`config.mk`:
```
export PLATFORM = sky130hd
export DESIGN_NAME = mslp_ctrl
export DESIGN_NICKNAME = d
export VERILOG_FILES = /design/src/rtl/mslp_pkg.sv /design/src/rtl/mslp_sync.sv /design/src/rtl/mslp_fsm.sv /design/src/rtl/mslp_gate.sv /design/src/rtl/mslp_ctrl.sv
export SDC_FILE = /design/constraint.sdc
export NUM_CORES = 1
export LEC_CHECK = 0
export ABC_CLOCK_PERIOD_IN_PS = 3500
export CAP_MARGIN = 20
export CORE_MARGIN = 2
export CORE_UTILIZATION = 45
export CTS_CLUSTER_DIAMETER = 80
export DETAILED_ROUTE_END_ITERATION = 6
export PLACE_DENSITY = 0.8
export SLEW_MARGIN = 0
export SYNTH_ARGS = -nofsm -noshare
export SYNTH_HDL_FRONTEND = slang
export SYNTH_SLANG_ARGS = --single-unit
```
`constraint.sdc`:
```
create_clock -name clk -period 3.5 [get_ports clk]
set_input_delay 0.7 -clock clk [delete_from_list [all_inputs] [get_ports clk]]
set_output_delay 0.7 -clock clk [all_outputs]
set_load 0.01 [all_outputs]
```
`src/rtl/mslp_pkg.sv`:
```
package mslp_pkg;

   typedef enum logic [1:0] {
      CMD_DESEL = 2'b00,
      CMD_READ  = 2'b01,
      CMD_WRITE = 2'b10,
      CMD_CONT  = 2'b11
   } mslp_cmd_e;

   typedef enum logic [2:0] {
      PH_RUN     = 3'd0,
      PH_ENTER   = 3'd1,
      PH_SLEEP   = 3'd2,
      PH_RECOV   = 3'd3,
      PH_ENTER_R = 3'd4
   } mslp_phase_e;

   localparam logic [1:0] STAT_NORMAL = 2'b00;
   localparam logic [1:0] STAT_SLEEP  = 2'b01;
   localparam logic [1:0] STAT_RECOV  = 2'b10;

endpackage

```
`src/rtl/mslp_sync.sv`:
```
module mslp_sync #(
   parameter int STAGES = 2
) (
   input  logic clk,
   input  logic rst_n,
   input  logic async_i,
   output logic sync_o
);

   initial begin
      assert (STAGES >= 2) else $fatal(1, "mslp_sync: STAGES must be at least 2");
   end

   logic [STAGES-1:0] chain_q;

   generate
      for (genvar g = 0; g < STAGES; g++) begin : g_stage
         if (g == 0) begin : g_first
            always_ff @(posedge clk) begin
               if (!rst_n) chain_q[0] <= 1'b0;
               else        chain_q[0] <= async_i;
            end
         end else begin : g_next
            always_ff @(posedge clk) begin
               if (!rst_n) chain_q[g] <= 1'b0;
               else        chain_q[g] <= chain_q[g-1];
            end
         end
      end
   endgenerate

   assign sync_o = chain_q[STAGES-1];

endmodule

```
`src/rtl/mslp_fsm.sv`:
```
module mslp_fsm
   import mslp_pkg::*;
#(
   parameter int ENTRY_CYC = 2,
   parameter int REC_CYC   = 4
) (
   input  logic        clk,
   input  logic        rst_n,
   input  logic        req_sync_i,
   output mslp_phase_e phase_o,
   output logic [1:0]  state_o
);

   localparam int MAXC = (ENTRY_CYC > REC_CYC) ? ENTRY_CYC : REC_CYC;
   localparam int CW   = $clog2(MAXC + 1);
   localparam logic [CW-1:0] ENTRY_LAST = CW'(ENTRY_CYC - 2);
   localparam logic [CW-1:0] REC_LAST   = CW'(REC_CYC - 1);

   initial begin
      assert (ENTRY_CYC >= 2) else $fatal(1, "mslp_fsm: ENTRY_CYC must be at least 2");
      assert (REC_CYC >= 1)   else $fatal(1, "mslp_fsm: REC_CYC must be at least 1");
   end

   mslp_phase_e       phase_q, phase_d;
   logic [CW-1:0]     cnt_q, cnt_d;

   always_comb begin
      phase_d = phase_q;
      cnt_d   = cnt_q;
      unique case (phase_q)
         PH_RUN: begin
            if (req_sync_i) begin
               phase_d = PH_ENTER;
               cnt_d   = '0;
            end
         end
         PH_ENTER, PH_ENTER_R: begin
            if (cnt_q == ENTRY_LAST) begin
               phase_d = PH_SLEEP;
               cnt_d   = '0;
            end else begin
               cnt_d = cnt_q + 1'b1;
            end
         end
         PH_SLEEP: begin
            if (!req_sync_i) begin
               phase_d = PH_RECOV;
               cnt_d   = '0;
            end
         end
         PH_RECOV: begin
            if (req_sync_i) begin
               phase_d = PH_ENTER_R;
               cnt_d   = '0;
            end else if (cnt_q == REC_LAST) begin
               phase_d = PH_RUN;
               cnt_d   = '0;
            end else begin
               cnt_d = cnt_q + 1'b1;
            end
         end
         default: begin
            phase_d = PH_RUN;
            cnt_d   = '0;
         end
      endcase
   end

   always_ff @(posedge clk) begin
      if (!rst_n) begin
         phase_q <= PH_RUN;
         cnt_q   <= '0;
      end else begin
         phase_q <= phase_d;
         cnt_q   <= cnt_d;
      end
   end

   always_comb begin
      unique case (phase_q)
         PH_SLEEP:             state_o = STAT_SLEEP;
         PH_RECOV, PH_ENTER_R: state_o = STAT_RECOV;
         default:              state_o = STAT_NORMAL;
      endcase
   end

   assign phase_o = phase_q;

   // sleep is reached only through an entry phase
   p_sleep_via_entry_r3: assert property (@(posedge clk) disable iff (!rst_n)
      (phase_q == PH_SLEEP && $past(phase_q) != PH_SLEEP)
         |-> ($past(phase_q) == PH_ENTER || $past(phase_q) == PH_ENTER_R));

   // the recovery counter never passes its last value
   p_rec_bound_r6: assert property (@(posedge clk) disable iff (!rst_n)
      (phase_q == PH_RECOV) |-> (cnt_q <= REC_LAST));

   // status encoding stays within the three legal codes
   p_status_enc_r11: assert property (@(posedge clk) disable iff (!rst_n)
      state_o != 2'b11);

endmodule

```
`src/rtl/mslp_gate.sv`:
```
module mslp_gate
   import mslp_pkg::*;
#(
   parameter int AW         = 16,
   parameter int DW         = 16,
   parameter bit BLOCK_CONT = 1'b1
) (
   input  logic          clk,
   input  logic          rst_n,
   input  mslp_phase_e   phase_i,
   input  logic [1:0]    cmd_i,
   input  logic [AW-1:0] addr_i,
   input  logic [DW-1:0] wdata_i,
   input  logic          oe_i,
   output logic [1:0]    cmd_o,
   output logic [AW-1:0] addr_o,
   output logic [DW-1:0] wdata_o,
   output logic          oe_o,
   output logic          wr_err_o
);

   initial begin
      assert (AW >= 1) else $fatal(1, "mslp_gate: AW must be positive");
      assert (DW >= 1) else $fatal(1, "mslp_gate: DW must be positive");
   end

   logic          asleep, filtering, is_wr, blocked;
   logic [1:0]    cmd_q;
   logic [AW-1:0] addr_q;
   logic [DW-1:0] wdata_q;
   logic          err_q;

   assign asleep    = (phase_i == PH_SLEEP);
   assign filtering = (phase_i == PH_RECOV) || (phase_i == PH_ENTER_R);
   assign is_wr     = (cmd_i == CMD_WRITE);

   generate
      if (BLOCK_CONT) begin : g_block_cont
         assign blocked = filtering && (is_wr || (cmd_i == CMD_CONT));
      end else begin : g_pass_cont
         assign blocked = filtering && is_wr;
      end
   endgenerate

   always_ff @(posedge clk) begin
      if (!rst_n) begin
         cmd_q   <= CMD_DESEL;
         addr_q  <= '0;
         wdata_q <= '0;
         err_q   <= 1'b0;
      end else if (asleep || blocked) begin
         cmd_q   <= CMD_DESEL;
         err_q   <= blocked && is_wr;
      end else begin
         cmd_q   <= cmd_i;
         addr_q  <= addr_i;
         wdata_q <= wdata_i;
         err_q   <= 1'b0;
      end
   end

   assign cmd_o    = cmd_q;
   assign addr_o   = addr_q;
   assign wdata_o  = wdata_q;
   assign wr_err_o = err_q;
   assign oe_o     = oe_i && !asleep;

   // nothing but deselect leaves while asleep
   p_sleep_desel_r4: assert property (@(posedge clk) disable iff (!rst_n)
      asleep |=> (cmd_o == CMD_DESEL));

   // bus floats while asleep
   p_sleep_oe_r4: assert property (@(posedge clk) disable iff (!rst_n)
      asleep |-> !oe_o);

   // forwarded address and data are preserved through sleep
   p_sleep_hold_r5: assert property (@(posedge clk) disable iff (!rst_n)
      asleep |=> ($stable(addr_o) && $stable(wdata_o)));

   // no write reaches the memory during recovery
   p_rec_no_write_r7: assert property (@(posedge clk) disable iff (!rst_n)
      filtering |=> (cmd_o != CMD_WRITE));

   // error pulse only follows a blocked write
   p_err_source_r8: assert property (@(posedge clk) disable iff (!rst_n)
      wr_err_o |-> $past(filtering && cmd_i == CMD_WRITE));

endmodule

```
`src/rtl/mslp_ctrl.sv`:
```
module mslp_ctrl
   import mslp_pkg::*;
#(
   parameter int AW          = 16,
   parameter int DW          = 16,
   parameter int SYNC_STAGES = 2,
   parameter int ENTRY_CYC   = 2,
   parameter int REC_CYC     = 4,
   parameter bit BLOCK_CONT  = 1'b1
) (
   input  logic          clk,
   input  logic          rst_n,
   input  logic          sleep_req_i,
   input  logic [1:0]    cmd_i,
   input  logic [AW-1:0] addr_i,
   input  logic [DW-1:0] wdata_i,
   input  logic          dq_oe_i,
   output logic [1:0]    cmd_o,
   output logic [AW-1:0] addr_o,
   output logic [DW-1:0] wdata_o,
   output logic          dq_oe_o,
   output logic [1:0]    state_o,
   output logic          wr_err_o
);

   logic        req_sync;
   mslp_phase_e phase;

   mslp_sync #(.STAGES(SYNC_STAGES)) u_sync (
      .clk     (clk),
      .rst_n   (rst_n),
      .async_i (sleep_req_i),
      .sync_o  (req_sync)
   );

   mslp_fsm #(.ENTRY_CYC(ENTRY_CYC), .REC_CYC(REC_CYC)) u_fsm (
      .clk        (clk),
      .rst_n      (rst_n),
      .req_sync_i (req_sync),
      .phase_o    (phase),
      .state_o    (state_o)
   );

   mslp_gate #(.AW(AW), .DW(DW), .BLOCK_CONT(BLOCK_CONT)) u_gate (
      .clk      (clk),
      .rst_n    (rst_n),
      .phase_i  (phase),
      .cmd_i    (cmd_i),
      .addr_i   (addr_i),
      .wdata_i  (wdata_i),
      .oe_i     (dq_oe_i),
      .cmd_o    (cmd_o),
      .addr_o   (addr_o),
      .wdata_o  (wdata_o),
      .oe_o     (dq_oe_o),
      .wr_err_o (wr_err_o)
   );

   // a write is never forwarded in the cycle after status reads recovering
   p_top_rec_write_r9: assert property (@(posedge clk) disable iff (!rst_n)
      (state_o == STAT_RECOV) |=> (cmd_o != 2'b10));

endmodule

```
==> qor.csv <==
stage,metric,value,unit
outcome,status,completed,
setup_path,Crit Path Max Fanout,13,
logic_synthesis,"FFs w/ async S/R, synth",0,%
timing,final hold vios,0,
layout,layout net count,321,
floorplan,Starting Density,47.9,%
logic_synthesis,largest area contributor in the netlist,dfxtp_1,
timing,unrepaired setup endpoints after global routing,no,
logic_synthesis,synth top area cells,"dfxtp_1 48%, o21ai_1 9.5%, nand3_1 8.9%",
logic_synthesis,Synth cell types,40,
floorplan,I/O pin cnt,76,
floorplan,die area,4510,um2
layout,Antenna diodes,0,
clocking,clock root cell,clkbuf_8,
hold_path,worst hold path class,flop to flop,
timing,Max Freq,0.376,GHz
logic_synthesis,sequential area share after synthesis,48.0,%
global_routing,initial antenna violation count,0,
setup_path,CP startpoint kind,flop,
setup_path,Crit. End Element,primary output,
detailed_routing,# DRC,0,
logic_synthesis,ys flop type,dfxtp_1,
clocking,Clock Tree Buf Depth,2,
power,Pleak,1.02,nW
logic_synthesis,"EDFF count, synth",0,
place,port bufs,75,
logic_synthesis,"Cell Area, Synth",1790,um2
detailed_routing,highest metal used,met4,
clocking,count of hold-fix buffers inserted at cts,0,
floorplan,Core ar.,3740,um2
clocking,CTS tree,done,
global_routing,first-pass GRT wire length,6.13,mm
detailed_routing,via count,1604,
layout,layout cell share with drive strength beyond 1,5.71,%
timing,Clock Skew,5.12,ps
timing,minimum clock period,2660,ps
floorplan,Die Y,67.1,um
logic_synthesis,"Avg Cell Area, Syn",8.46,um2
clocking,H-tree levels,2,
timing,Slew @ Worst Pin,854,ps
global_routing,gr ovfl total,0,
detailed_routing,vias per inst,4.89,
layout,Final Core Density,70.8,%
detailed_routing,ANT nets after route,0,
detailed_routing,WL/cell,11.6,um
setup_path,CP arrival,1960,ps
setup_path,Crit Path Class,flop to primary output,
detailed_routing,final WL,3.80,mm
setup_path,Required @ worst endpoint,2800,ps
logic_synthesis,Syn Nets,254,
place,RePlAce Congestion,0.740,
detailed_routing,Initial DRC Count,79,
global_routing,largest net degree at the start of global routing,56,
logic_synthesis,post-synth top area share,48.0,%
clocking,postcts setup bufs,0,
clocking,Sink Count,43,
logic_synthesis,cell count after synthesis,212,
floorplan,Die X,67.1,um
timing,Final period util,75.9,%
clocking,clock buffer count from CTS,5,
detailed_routing,met3 wire length,343,um
timing,Final setup violation count,0,
global_routing,Overall Global Routing Usage,17.7,%
floorplan,Rows,22,
power,total chip power,1.09,mW
clocking,"Clk Latency, worst-skew pair",290,ps
timing,setup TNS,0,ps
detailed_routing,M1 WL,1.78,mm
run,max-cap violation count,0,
clocking,"Reg clk slew, reported paths",80,ps
timing,Max-slew headroom,43.1,%
logic_synthesis,Seq cells post-synth,43,
detailed_routing,drt pass-1 iters,4,
global_routing,vias in the first global route,1396,
logic_synthesis,Ys Warns,0,
power,VDD IR max,0.000281,V
detailed_routing,met2 WL,1.63,mm
timing,max-slew violations,0,
layout,Syn-to-layout area delta,47.7,%
power,Pwr per Cell Area,411,nW/um2
clocking,# resized after CTS,0,
place,dpl hpwl,2.70,mm
critical path, cell delays in order (launching register included):
cell and delay, ps:
dfxtp_1 610, nor2b_1 210, and2b_1 190, a21o_1 110, clkdlybuf4s50_1 550
sequential cells by signal (all words and copies together) (netlist names):
signal	flops
u_fsm.cnt_q	3
u_fsm.phase_o	3
u_gate.addr_o	16
u_gate.cmd_o	2
u_gate.wdata_o	16
u_gate.wr_err_o	1
u_sync.chain_q	1
u_sync.sync_o	1
path summary, 6_finish.rpt:
kind                            slack [ps]                          start                               to  cells past startpoint
worst min-delay path                   440   u_sync.chain_q[0]$_SDFF_PN0_         u_sync.sync_o$_SDFF_PN0_                      1
worst max-delay path                   840  u_fsm.phase_o[2]$_SDFFE_PN0P_                       state_o[1]                      4
worst min register to register         440   u_sync.chain_q[0]$_SDFF_PN0_         u_sync.sync_o$_SDFF_PN0_                      1
worst max register to register        1800  u_fsm.phase_o[1]$_SDFFE_PN0P_  u_gate.wdata_o[14]$_SDFFE_PN0N_                      5
area by class of cell:
class	count	area (um2)
Clock buffer	6	82.6
Clock inverter	2	35.0
Fill cell	328	1090
Inverter	5	18.8
Multi-Input combinational cell	146	825
Sequential cell	43	861
Tap cell	48	60.1
Timing Repair Buffer	78	768
routing by layer:
metal / track usage [%] / up-vias
li1: - / 848
met1: 22.4 / 696
met2: 28.0 / 55
met3: 6.17 / 5
met4: 6.12 / 0
met5: 0 / -
synthesized netlist by cell type (2+ instances only):
cell type / number
inv_1: 5
nor2b_1: 5
nand3_1: 32
nor3_1: 2
buf_4: 5
ha_1: 4
nand2_1: 38
dfxtp_1: 43
o21ai_1: 34
a21oi_1: 2
and2_1: 2
clkbuf_1: 8
buf_2: 3
nor2_1: 2
nand3b_1: 2
layout by cell type (no fill, tap or decap), drive strengths merged, types with 4 or more instances in the layout:
master,synthesis,final
nand2,38,38
inv,5,5
o21ai,35,35
buf,10,4
dfxtp,43,43
ha,4,4
nand3,32,32
nor2b,6,6
clkdlybuf4s50,0,74
clkbuf,8,6
logic make-up (layout without fill, tap and decap cells):
family	count (synthesis)	count (layout)	synth area share, %
muxes	1	1	0.558
AOI/OAI and AO/OA	46	46	15.2
xor gates and xnor gates	2	2	0.976
and+or+nand+nor	93	93	26.0
buffers and inverters	23	91	6.49
adders and majority gates	4	4	2.79
DFF	43	43	48.0
report_power, final:
part / switching, mW / internal (mW) / leakage, nW
Sequential: 0.0151 / 0.517 / 0.356
Clock: 0.162 / 0.231 / 0.0612
Combinational: 0.0644 / 0.0999 / 0.599
stage by stage:
step	instance area, um2	setup WS (ps)	instances	hold WS, ps
6_report	2650	842	328	436
4_1_cts	2650	837	328	438
5_1_grt	2650	731	328	466
2_1_floorplan	1790	1730	212	412
3_3_place_gp	2530	1000	320	418
3_5_place_dp	2530	996	320	420
(Power assumes the default switching activity.)
